--- config.mk ---
export PLATFORM = sky130hd
export DESIGN_NAME = i2s_rx_chan
export DESIGN_NICKNAME = d
export VERILOG_FILES = /design/src/rtl/i2s_rx_pkg.sv /design/src/rtl/i2s_rx_sync.sv /design/src/rtl/i2s_rx_deser.sv /design/src/rtl/i2s_rx_fifo.sv /design/src/rtl/i2s_rx_chan.sv
export SDC_FILE = /design/constraint.sdc
export NUM_CORES = 1
export LEC_CHECK = 0
export ABC_AREA = 1
export BUFFER_PORTS_ARGS = -buffer_cell sky130_fd_sc_hd__buf_2
export CAP_MARGIN = 20
export CORE_MARGIN = 2
export CORE_UTILIZATION = 23
export DETAILED_ROUTE_END_ITERATION = 8
export PLACE_DENSITY_LB_ADDON = 0.3
export SETUP_SLACK_MARGIN = 0.15
export SYNTH_ARGS = -nofsm -noshare
export SYNTH_HDL_FRONTEND = slang
export SYNTH_HIERARCHICAL = 1
export SYNTH_SLANG_ARGS = --single-unit
--- constraint.sdc ---
create_clock -name clk -period 5.6 [get_ports clk]
set_input_delay 0.84 -clock clk [delete_from_list [all_inputs] [get_ports clk]]
set_output_delay 0.84 -clock clk [all_outputs]
set_load 0.05 [all_outputs]
--- src/rtl/i2s_rx_pkg.sv ---
package i2s_rx_pkg;

    typedef enum logic [2:0] {
        S_IDLE,
        S_LEFT,
        S_WAIT_R,
        S_RIGHT,
        S_WAIT_L
    } rx_state_t;

    localparam int unsigned OFS_GLOBAL_EN = 'h000;
    localparam int unsigned OFS_RX_EN     = 'h004;
    localparam int unsigned OFS_FLUSH     = 'h010;
    localparam int unsigned OFS_LEFT_BUF  = 'h020;
    localparam int unsigned OFS_RIGHT_BUF = 'h024;
    localparam int unsigned OFS_CHAN_EN   = 'h028;
    localparam int unsigned OFS_RES       = 'h030;
    localparam int unsigned OFS_STATUS    = 'h038;
    localparam int unsigned OFS_MASK      = 'h03C;
    localparam int unsigned OFS_OVR_CLR   = 'h040;
    localparam int unsigned OFS_TRIG      = 'h048;

    localparam logic [2:0] RES_CODE_16 = 3'd2;
    localparam logic [2:0] RES_CODE_24 = 3'd4;
    localparam logic [2:0] RES_CODE_32 = 3'd5;

    function automatic logic code_ok(input logic [2:0] code);
        return (code == RES_CODE_16) || (code == RES_CODE_24) || (code == RES_CODE_32);
    endfunction

    function automatic logic [5:0] code_bits(input logic [2:0] code);
        logic [5:0] n;
        unique case (code)
            RES_CODE_16: n = 6'd16;
            RES_CODE_24: n = 6'd24;
            default:     n = 6'd32;
        endcase
        return n;
    endfunction

endpackage

--- src/rtl/i2s_rx_sync.sv ---
module i2s_rx_sync #(
    parameter int STAGES = 2
) (
    input  logic clk,
    input  logic rst_n,
    input  logic sck_i,
    input  logic ws_i,
    input  logic sd_i,
    output logic rise_o,
    output logic ws_o,
    output logic sd_o
);
    localparam int W = 3;

    logic [W-1:0] pipe [STAGES];
    logic         sck_last;

    generate
        for (genvar g = 0; g < STAGES; g++) begin : g_stage
            if (g == 0) begin : g_first
                always_ff @(posedge clk or negedge rst_n) begin
                    if (!rst_n) pipe[g] <= '0;
                    else        pipe[g] <= {sck_i, ws_i, sd_i};
                end
            end else begin : g_next
                always_ff @(posedge clk or negedge rst_n) begin
                    if (!rst_n) pipe[g] <= '0;
                    else        pipe[g] <= pipe[g-1];
                end
            end
        end
    endgenerate

    always_ff @(posedge clk or negedge rst_n) begin
        if (!rst_n) sck_last <= 1'b0;
        else        sck_last <= pipe[STAGES-1][2];
    end

    assign rise_o = pipe[STAGES-1][2] & ~sck_last;
    assign ws_o   = pipe[STAGES-1][1];
    assign sd_o   = pipe[STAGES-1][0];

endmodule

--- src/rtl/i2s_rx_deser.sv ---
module i2s_rx_deser
    import i2s_rx_pkg::*;
#(
    parameter int DW = 32
) (
    input  logic          clk,
    input  logic          rst_n,
    input  logic          run_i,
    input  logic          tick_i,
    input  logic          ws_i,
    input  logic          sd_i,
    input  logic [5:0]    nbits_i,
    output logic          push_o,
    output logic [DW-1:0] left_o,
    output logic [DW-1:0] right_o
);
    rx_state_t     state, nxt;
    logic          ws_q;
    logic [5:0]    cnt;
    logic [DW-1:0] sr, sr_shift, left_hold, right_q;
    logic          push_q;
    logic          capturing, done, ws_edge;

    assign capturing = (state == S_LEFT) || (state == S_RIGHT);
    assign done      = capturing && (cnt == nbits_i - 6'd1);
    assign ws_edge   = ws_i != ws_q;
    assign sr_shift  = {sr[DW-2:0], sd_i};

    always_comb begin
        nxt = state;
        if (!run_i) begin
            nxt = S_IDLE;
        end else if (tick_i) begin
            if (ws_edge) begin
                if (!ws_i)
                    nxt = S_LEFT;
                else if (state == S_WAIT_R || (state == S_LEFT && done))
                    nxt = S_RIGHT;
                else
                    nxt = S_IDLE;
            end else if (done) begin
                unique case (state)
                    S_LEFT:  nxt = S_WAIT_R;
                    S_RIGHT: nxt = S_WAIT_L;
                    default: nxt = state;
                endcase
            end
        end
    end

    always_ff @(posedge clk or negedge rst_n) begin
        if (!rst_n) state <= S_IDLE;
        else        state <= nxt;
    end

    always_ff @(posedge clk or negedge rst_n) begin
        if (!rst_n) begin
            ws_q      <= 1'b0;
            cnt       <= '0;
            sr        <= '0;
            left_hold <= '0;
            right_q   <= '0;
            push_q    <= 1'b0;
        end else begin
            push_q <= 1'b0;
            if (tick_i) begin
                ws_q <= ws_i;
                if (run_i && capturing) begin
                    sr  <= sr_shift;
                    cnt <= cnt + 6'd1;
                    if (done && state == S_LEFT) left_hold <= sr_shift;
                    if (done && state == S_RIGHT) begin
                        right_q <= sr_shift;
                        push_q  <= 1'b1;
                    end
                end
                if (run_i && ws_edge && (nxt == S_LEFT || nxt == S_RIGHT)) begin
                    sr  <= '0;
                    cnt <= '0;
                end
            end
        end
    end

    assign push_o  = push_q;
    assign left_o  = left_hold;
    assign right_o = right_q;

    a_r10_idle_when_off: assert property (@(posedge clk) disable iff (!rst_n)
        !run_i |=> state == S_IDLE);

    a_r10_push_needs_run: assert property (@(posedge clk) disable iff (!rst_n)
        push_o |-> $past(run_i));

endmodule

--- src/rtl/i2s_rx_fifo.sv ---
module i2s_rx_fifo #(
    parameter int DW    = 64,
    parameter int DEPTH = 8
) (
    input  logic                       clk,
    input  logic                       rst_n,
    input  logic                       flush_i,
    input  logic                       push_i,
    input  logic [DW-1:0]              wdata_i,
    input  logic                       pop_i,
    output logic [DW-1:0]              head_o,
    output logic [$clog2(DEPTH):0]     count_o,
    output logic                       full_o,
    output logic                       empty_o
);
    localparam int AW = $clog2(DEPTH);

    logic [DW-1:0] mem [DEPTH];
    logic [AW-1:0] wp, rp;
    logic [AW:0]   cnt;
    logic          do_push, do_pop;

    assign full_o  = cnt == (AW+1)'(DEPTH);
    assign empty_o = cnt == '0;
    assign do_push = push_i && !full_o && !flush_i;
    assign do_pop  = pop_i && !empty_o && !flush_i;

    always_ff @(posedge clk) begin
        if (do_push) mem[wp] <= wdata_i;
    end

    always_ff @(posedge clk or negedge rst_n) begin
        if (!rst_n) begin
            wp  <= '0;
            rp  <= '0;
            cnt <= '0;
        end else if (flush_i) begin
            wp  <= '0;
            rp  <= '0;
            cnt <= '0;
        end else begin
            if (do_push) wp <= (wp == AW'(DEPTH-1)) ? '0 : wp + AW'(1);
            if (do_pop)  rp <= (rp == AW'(DEPTH-1)) ? '0 : rp + AW'(1);
            cnt <= cnt + (AW+1)'(do_push) - (AW+1)'(do_pop);
        end
    end

    assign head_o  = empty_o ? '0 : mem[rp];
    assign count_o = cnt;

    a_r5_count_bounded: assert property (@(posedge clk) disable iff (!rst_n)
        cnt <= (AW+1)'(DEPTH));

    a_r9_flush_empties: assert property (@(posedge clk) disable iff (!rst_n)
        flush_i |=> empty_o);

endmodule

--- src/rtl/i2s_rx_chan.sv ---
module i2s_rx_chan
    import i2s_rx_pkg::*;
#(
    parameter int ADDR_W     = 9,
    parameter int DW         = 32,
    parameter int FIFO_DEPTH = 8,
    parameter int SYNC_STG   = 2
) (
    input  logic              clk,
    input  logic              rst_n,
    input  logic              reg_wr,
    input  logic              reg_rd,
    input  logic [ADDR_W-1:0] reg_addr,
    input  logic [31:0]       reg_wdata,
    output logic [31:0]       reg_rdata,
    input  logic              bit_clk,
    input  logic              word_sel,
    input  logic              ser_data,
    output logic              irq
);
    localparam int AW = $clog2(FIFO_DEPTH);

    logic          glb_en, rx_en, ch_en;
    logic [2:0]    res_code;
    logic [1:0]    mask_q;
    logic [AW-1:0] trig_q;
    logic          ovr_q;

    logic          tick, ws_s, sd_s, run;
    logic          push;
    logic [DW-1:0] left_w, right_w;
    logic [2*DW-1:0] head;
    logic [AW:0]   occ;
    logic          full, empty;
    logic          flush, pop, ovr_set, ovr_rd, avail;

    function automatic logic hit(input logic [ADDR_W-1:0] a, input int unsigned ofs);
        return a == ADDR_W'(ofs);
    endfunction

    assign run     = glb_en & rx_en & ch_en;
    assign flush   = reg_wr && hit(reg_addr, OFS_FLUSH) && reg_wdata[0];
    assign pop     = reg_rd && hit(reg_addr, OFS_RIGHT_BUF);
    assign ovr_rd  = reg_rd && hit(reg_addr, OFS_OVR_CLR);
    assign ovr_set = push && full && !flush;
    assign avail   = occ >= ({1'b0, trig_q} + (AW+1)'(1));
    assign irq     = (avail & ~mask_q[0]) | (ovr_q & ~mask_q[1]);

    i2s_rx_sync #(.STAGES(SYNC_STG)) u_sync (
        .clk    (clk),
        .rst_n  (rst_n),
        .sck_i  (bit_clk),
        .ws_i   (word_sel),
        .sd_i   (ser_data),
        .rise_o (tick),
        .ws_o   (ws_s),
        .sd_o   (sd_s)
    );

    i2s_rx_deser #(.DW(DW)) u_deser (
        .clk     (clk),
        .rst_n   (rst_n),
        .run_i   (run),
        .tick_i  (tick),
        .ws_i    (ws_s),
        .sd_i    (sd_s),
        .nbits_i (code_bits(res_code)),
        .push_o  (push),
        .left_o  (left_w),
        .right_o (right_w)
    );

    i2s_rx_fifo #(.DW(2*DW), .DEPTH(FIFO_DEPTH)) u_fifo (
        .clk     (clk),
        .rst_n   (rst_n),
        .flush_i (flush),
        .push_i  (push),
        .wdata_i ({left_w, right_w}),
        .pop_i   (pop),
        .head_o  (head),
        .count_o (occ),
        .full_o  (full),
        .empty_o (empty)
    );

    always_ff @(posedge clk or negedge rst_n) begin
        if (!rst_n) begin
            glb_en   <= 1'b0;
            rx_en    <= 1'b0;
            ch_en    <= 1'b0;
            res_code <= RES_CODE_32;
            mask_q   <= 2'b11;
            trig_q   <= '0;
        end else if (reg_wr) begin
            if (hit(reg_addr, OFS_GLOBAL_EN)) glb_en <= reg_wdata[0];
            if (hit(reg_addr, OFS_RX_EN))     rx_en  <= reg_wdata[0];
            if (hit(reg_addr, OFS_CHAN_EN))   ch_en  <= reg_wdata[0];
            if (hit(reg_addr, OFS_RES) && code_ok(reg_wdata[2:0])) res_code <= reg_wdata[2:0];
            if (hit(reg_addr, OFS_MASK))      mask_q <= reg_wdata[1:0];
            if (hit(reg_addr, OFS_TRIG))      trig_q <= reg_wdata[AW-1:0];
        end
    end

    always_ff @(posedge clk or negedge rst_n) begin
        if (!rst_n)       ovr_q <= 1'b0;
        else if (ovr_set) ovr_q <= 1'b1;
        else if (ovr_rd)  ovr_q <= 1'b0;
    end

    always_comb begin
        reg_rdata = '0;
        if (hit(reg_addr, OFS_GLOBAL_EN)) reg_rdata[0] = glb_en;
        if (hit(reg_addr, OFS_RX_EN))     reg_rdata[0] = rx_en;
        if (hit(reg_addr, OFS_CHAN_EN))   reg_rdata[0] = ch_en;
        if (hit(reg_addr, OFS_LEFT_BUF))  reg_rdata = head[2*DW-1 -: 32];
        if (hit(reg_addr, OFS_RIGHT_BUF)) reg_rdata = head[DW-1 -: 32];
        if (hit(reg_addr, OFS_RES))       reg_rdata[2:0] = res_code;
        if (hit(reg_addr, OFS_STATUS))    reg_rdata[1:0] = {ovr_q, avail};
        if (hit(reg_addr, OFS_MASK))      reg_rdata[1:0] = mask_q;
        if (hit(reg_addr, OFS_OVR_CLR))   reg_rdata[0] = ovr_q;
        if (hit(reg_addr, OFS_TRIG))      reg_rdata[AW-1:0] = trig_q;
    end

    a_r7_overrun_sets: assert property (@(posedge clk) disable iff (!rst_n)
        (push && full && !flush) |=> ovr_q);

    a_r8_read_clears: assert property (@(posedge clk) disable iff (!rst_n)
        (reg_rd && hit(reg_addr, OFS_OVR_CLR) && !(push && full)) |=> !ovr_q);

    a_r6_irq_masked_quiet: assert property (@(posedge clk) disable iff (!rst_n)
        (mask_q == 2'b11) |-> !irq);

endmodule

==> results.ini <==
[sta]
fin_crit_ps=4260
setup_viol=0
maxSlewViolCount=0
fin_crit_sh_pct=76.1
fin_ws_ps=1340
timing.final.hold_violations=0
fmax_mhz=235
rsz0062_at_grt=false
relSlewSlack_pct=28.7
fin_skew_ps=25.3
worst_pin_slew_ps=1070
finalSetupTns_ps=0

[setup_path]
cp_top_family=buffers and inverters
critical_path.cell_chain=inv_4 > buf_4 > nand3_1 > nand3_1 > nand2_1 > nor2_1 > nand3_1 > nand2_1 > buf_2
r2r_setup_slack_ps=2010
cp.arrival_ps=3420
critPathMaxFanout=54
critPathCaptureType=primary output
rr_endpoint=u_deser/left_o[5]$_DFFE_PN0P_
crit_buf_inv=3
worstPathRequired_ps=4760
crit_top_cell=nand3_1
start_kind=register
crit_start=u_fifo/rp[1]$_DFFE_PN0P_
crit_type=register to primary output
r2r_cells=12
cp_slowest_cell=inv_4
max_stage_delay_ps=680
rr_startpoint=res_code[2]$_DFFE_PN1P_

[die]
die_h_um=363
dieArea_um2=131000
core_region_area_um2=128000
start_util_pct=23.2
die_x_um=363
io_pins=81
rows=131

[clock_tree]
cts_setup_buffers=0
ctsResizeCount=0
clk_pin_slew_worst_paths_ps=60
clk_latency_ps=620
cts_root_buf=clkbuf_16
ctsLongestPathBuffers=3
hold_buffers=0
cts_buffers=68
clkSinkCount=647
ctsHtreeMaxLevel=3
cts_tree=yes

[layout]
fin_nets=3170
fillerInstances=13400
layout-drive-gt1-share_pct=8.90
design_area_um2=33800
syn_to_final_growth_pct=14.4
n_antenna_cell=0
multi_input_area_um2=7670
register_area_um2=18800

[detailed_routing]
dr.pass1.iters=5
via_per_inst=4.09
drtAntennaViolNets=0
drtIter0Drc=1314
drt-wirelength-per-cell_um=16.0
via_count=19700
drt_wl_total_um=76900
drc=0

[grt]
grt.busiest_layer=met2
grt_pass1_wl_um=117000
grt.total_usage_pct=11.7
grt_max_degree=118
antenna_found_initial=4
gr-usage-met1_pct=16.7
grt_pass1_vias=18600
grt_util_met3_pct=2.66
grtUsageMet2_pct=18.0
grt.overflow.total=0

[pwr]
p_seq_share_pct=51.9
swShare_pct=21.7
power_density_nw_per_um2=294
total_power_uw=9940
ir_drop_mv=0.236
p_leak_uw=0.0152
p_int_uw=7790
p_clk_share_pct=44.8
power.switching_uw=2150
power_frac_comb_pct=3.4

[place]
io_buffers=51
dpl_cell_area_um2=31600
place.gp.congestion=0.756
dpl_worst_slack_ps=1450
dp_hpwl_um=40200

[logic_synthesis]
syn_inst=3078
syn_avg_cell_area_um2=9.60
syn-cell-area_um2=29600
yosysWarnings=6

[run_status]
outcome=finished clean

[job]
drv_cap=0

[min_path]
hp-class=primary input to async pin

layout make-up:
cell class / instances / area share, %
flip-flops and latches: 647 / 55.5
multi-input cells: 1645 / 22.7
inverters: 649 / 7.23
well taps: 1662 / 6.15
clock buffers: 97 / 5.68
repair buffers: 93 / 2.06
clock inverters: 28 / 0.729
worst max path at each step:
stage | end | cells past startpoint
2_1_floorplan | u_fifo/mem[0][0]$_DFFE_PP_ | 9
6_report | reg_rdata[17] | 9
4_1_cts | reg_rdata[16] | 9
3_5_place_dp | u_fifo/mem[1][7]$_DFFE_PP_ | 12
3_3_place_gp | u_fifo/mem[1][7]$_DFFE_PP_ | 12
5_1_grt | reg_rdata[30] | 10
through the flow:
| stage | hold slack, ps | utilization [%] | std cells |
|---|---|---|---|
| floorplan | 331 | - | 3085 |
| global placement | 334 | 24.8 | 4695 |
| detailed placement | 336 | 24.8 | 4695 |
| CTS | 195 | 26.5 | 4820 |
| global route | 206 | 26.5 | 4821 |
| finish | 196 | 26.5 | 4821 |
sequential cells by signal (all words and copies together), names as in the netlist, 2 cells and up:
signal,count
u_fifo/mem,512
u_deser/left_o,32
u_deser/right_o,32
u_deser/sr,31
u_deser/cnt,6
u_fifo/count_o,4
u_sync/pipe,4
res_code,3
trig_q,3
u_deser/state,3
u_fifo/rp,3
u_fifo/wp,3
mask_q,2
routing by layer:
metal	wire [um]	vias up
li1	-	9752
met1	37700	9464
met2	33800	391
met3	4200	90
met4	1230	0
met5	0	-
power by group through the flow:
stage               Sequential (uW)  Clock [uW]  Combinational [uW]
floorplan                      5250           0                 235
finish                         5160        4450                 334
detailed placement             5260           0                 340
global placement               5260           0                 338
global route                   5160        4770                 384
CTS                            5160        4590                 341
placed cells by master (no fill, tap or decap), types with 15 or more instances in the layout:
cell type	n
nand2_1	796
inv_1	630
edfxtp_1	512
nand3_1	481
nor2_1	190
dfrtp_1	128
clkbuf_16	70
buf_2	50
a21oi_1	41
buf_4	33
mux2_4	30
clkbuf_1	20
ha_1	17
inv_2	16
nor2_4	15
Power figures use the tool's default switching activity.
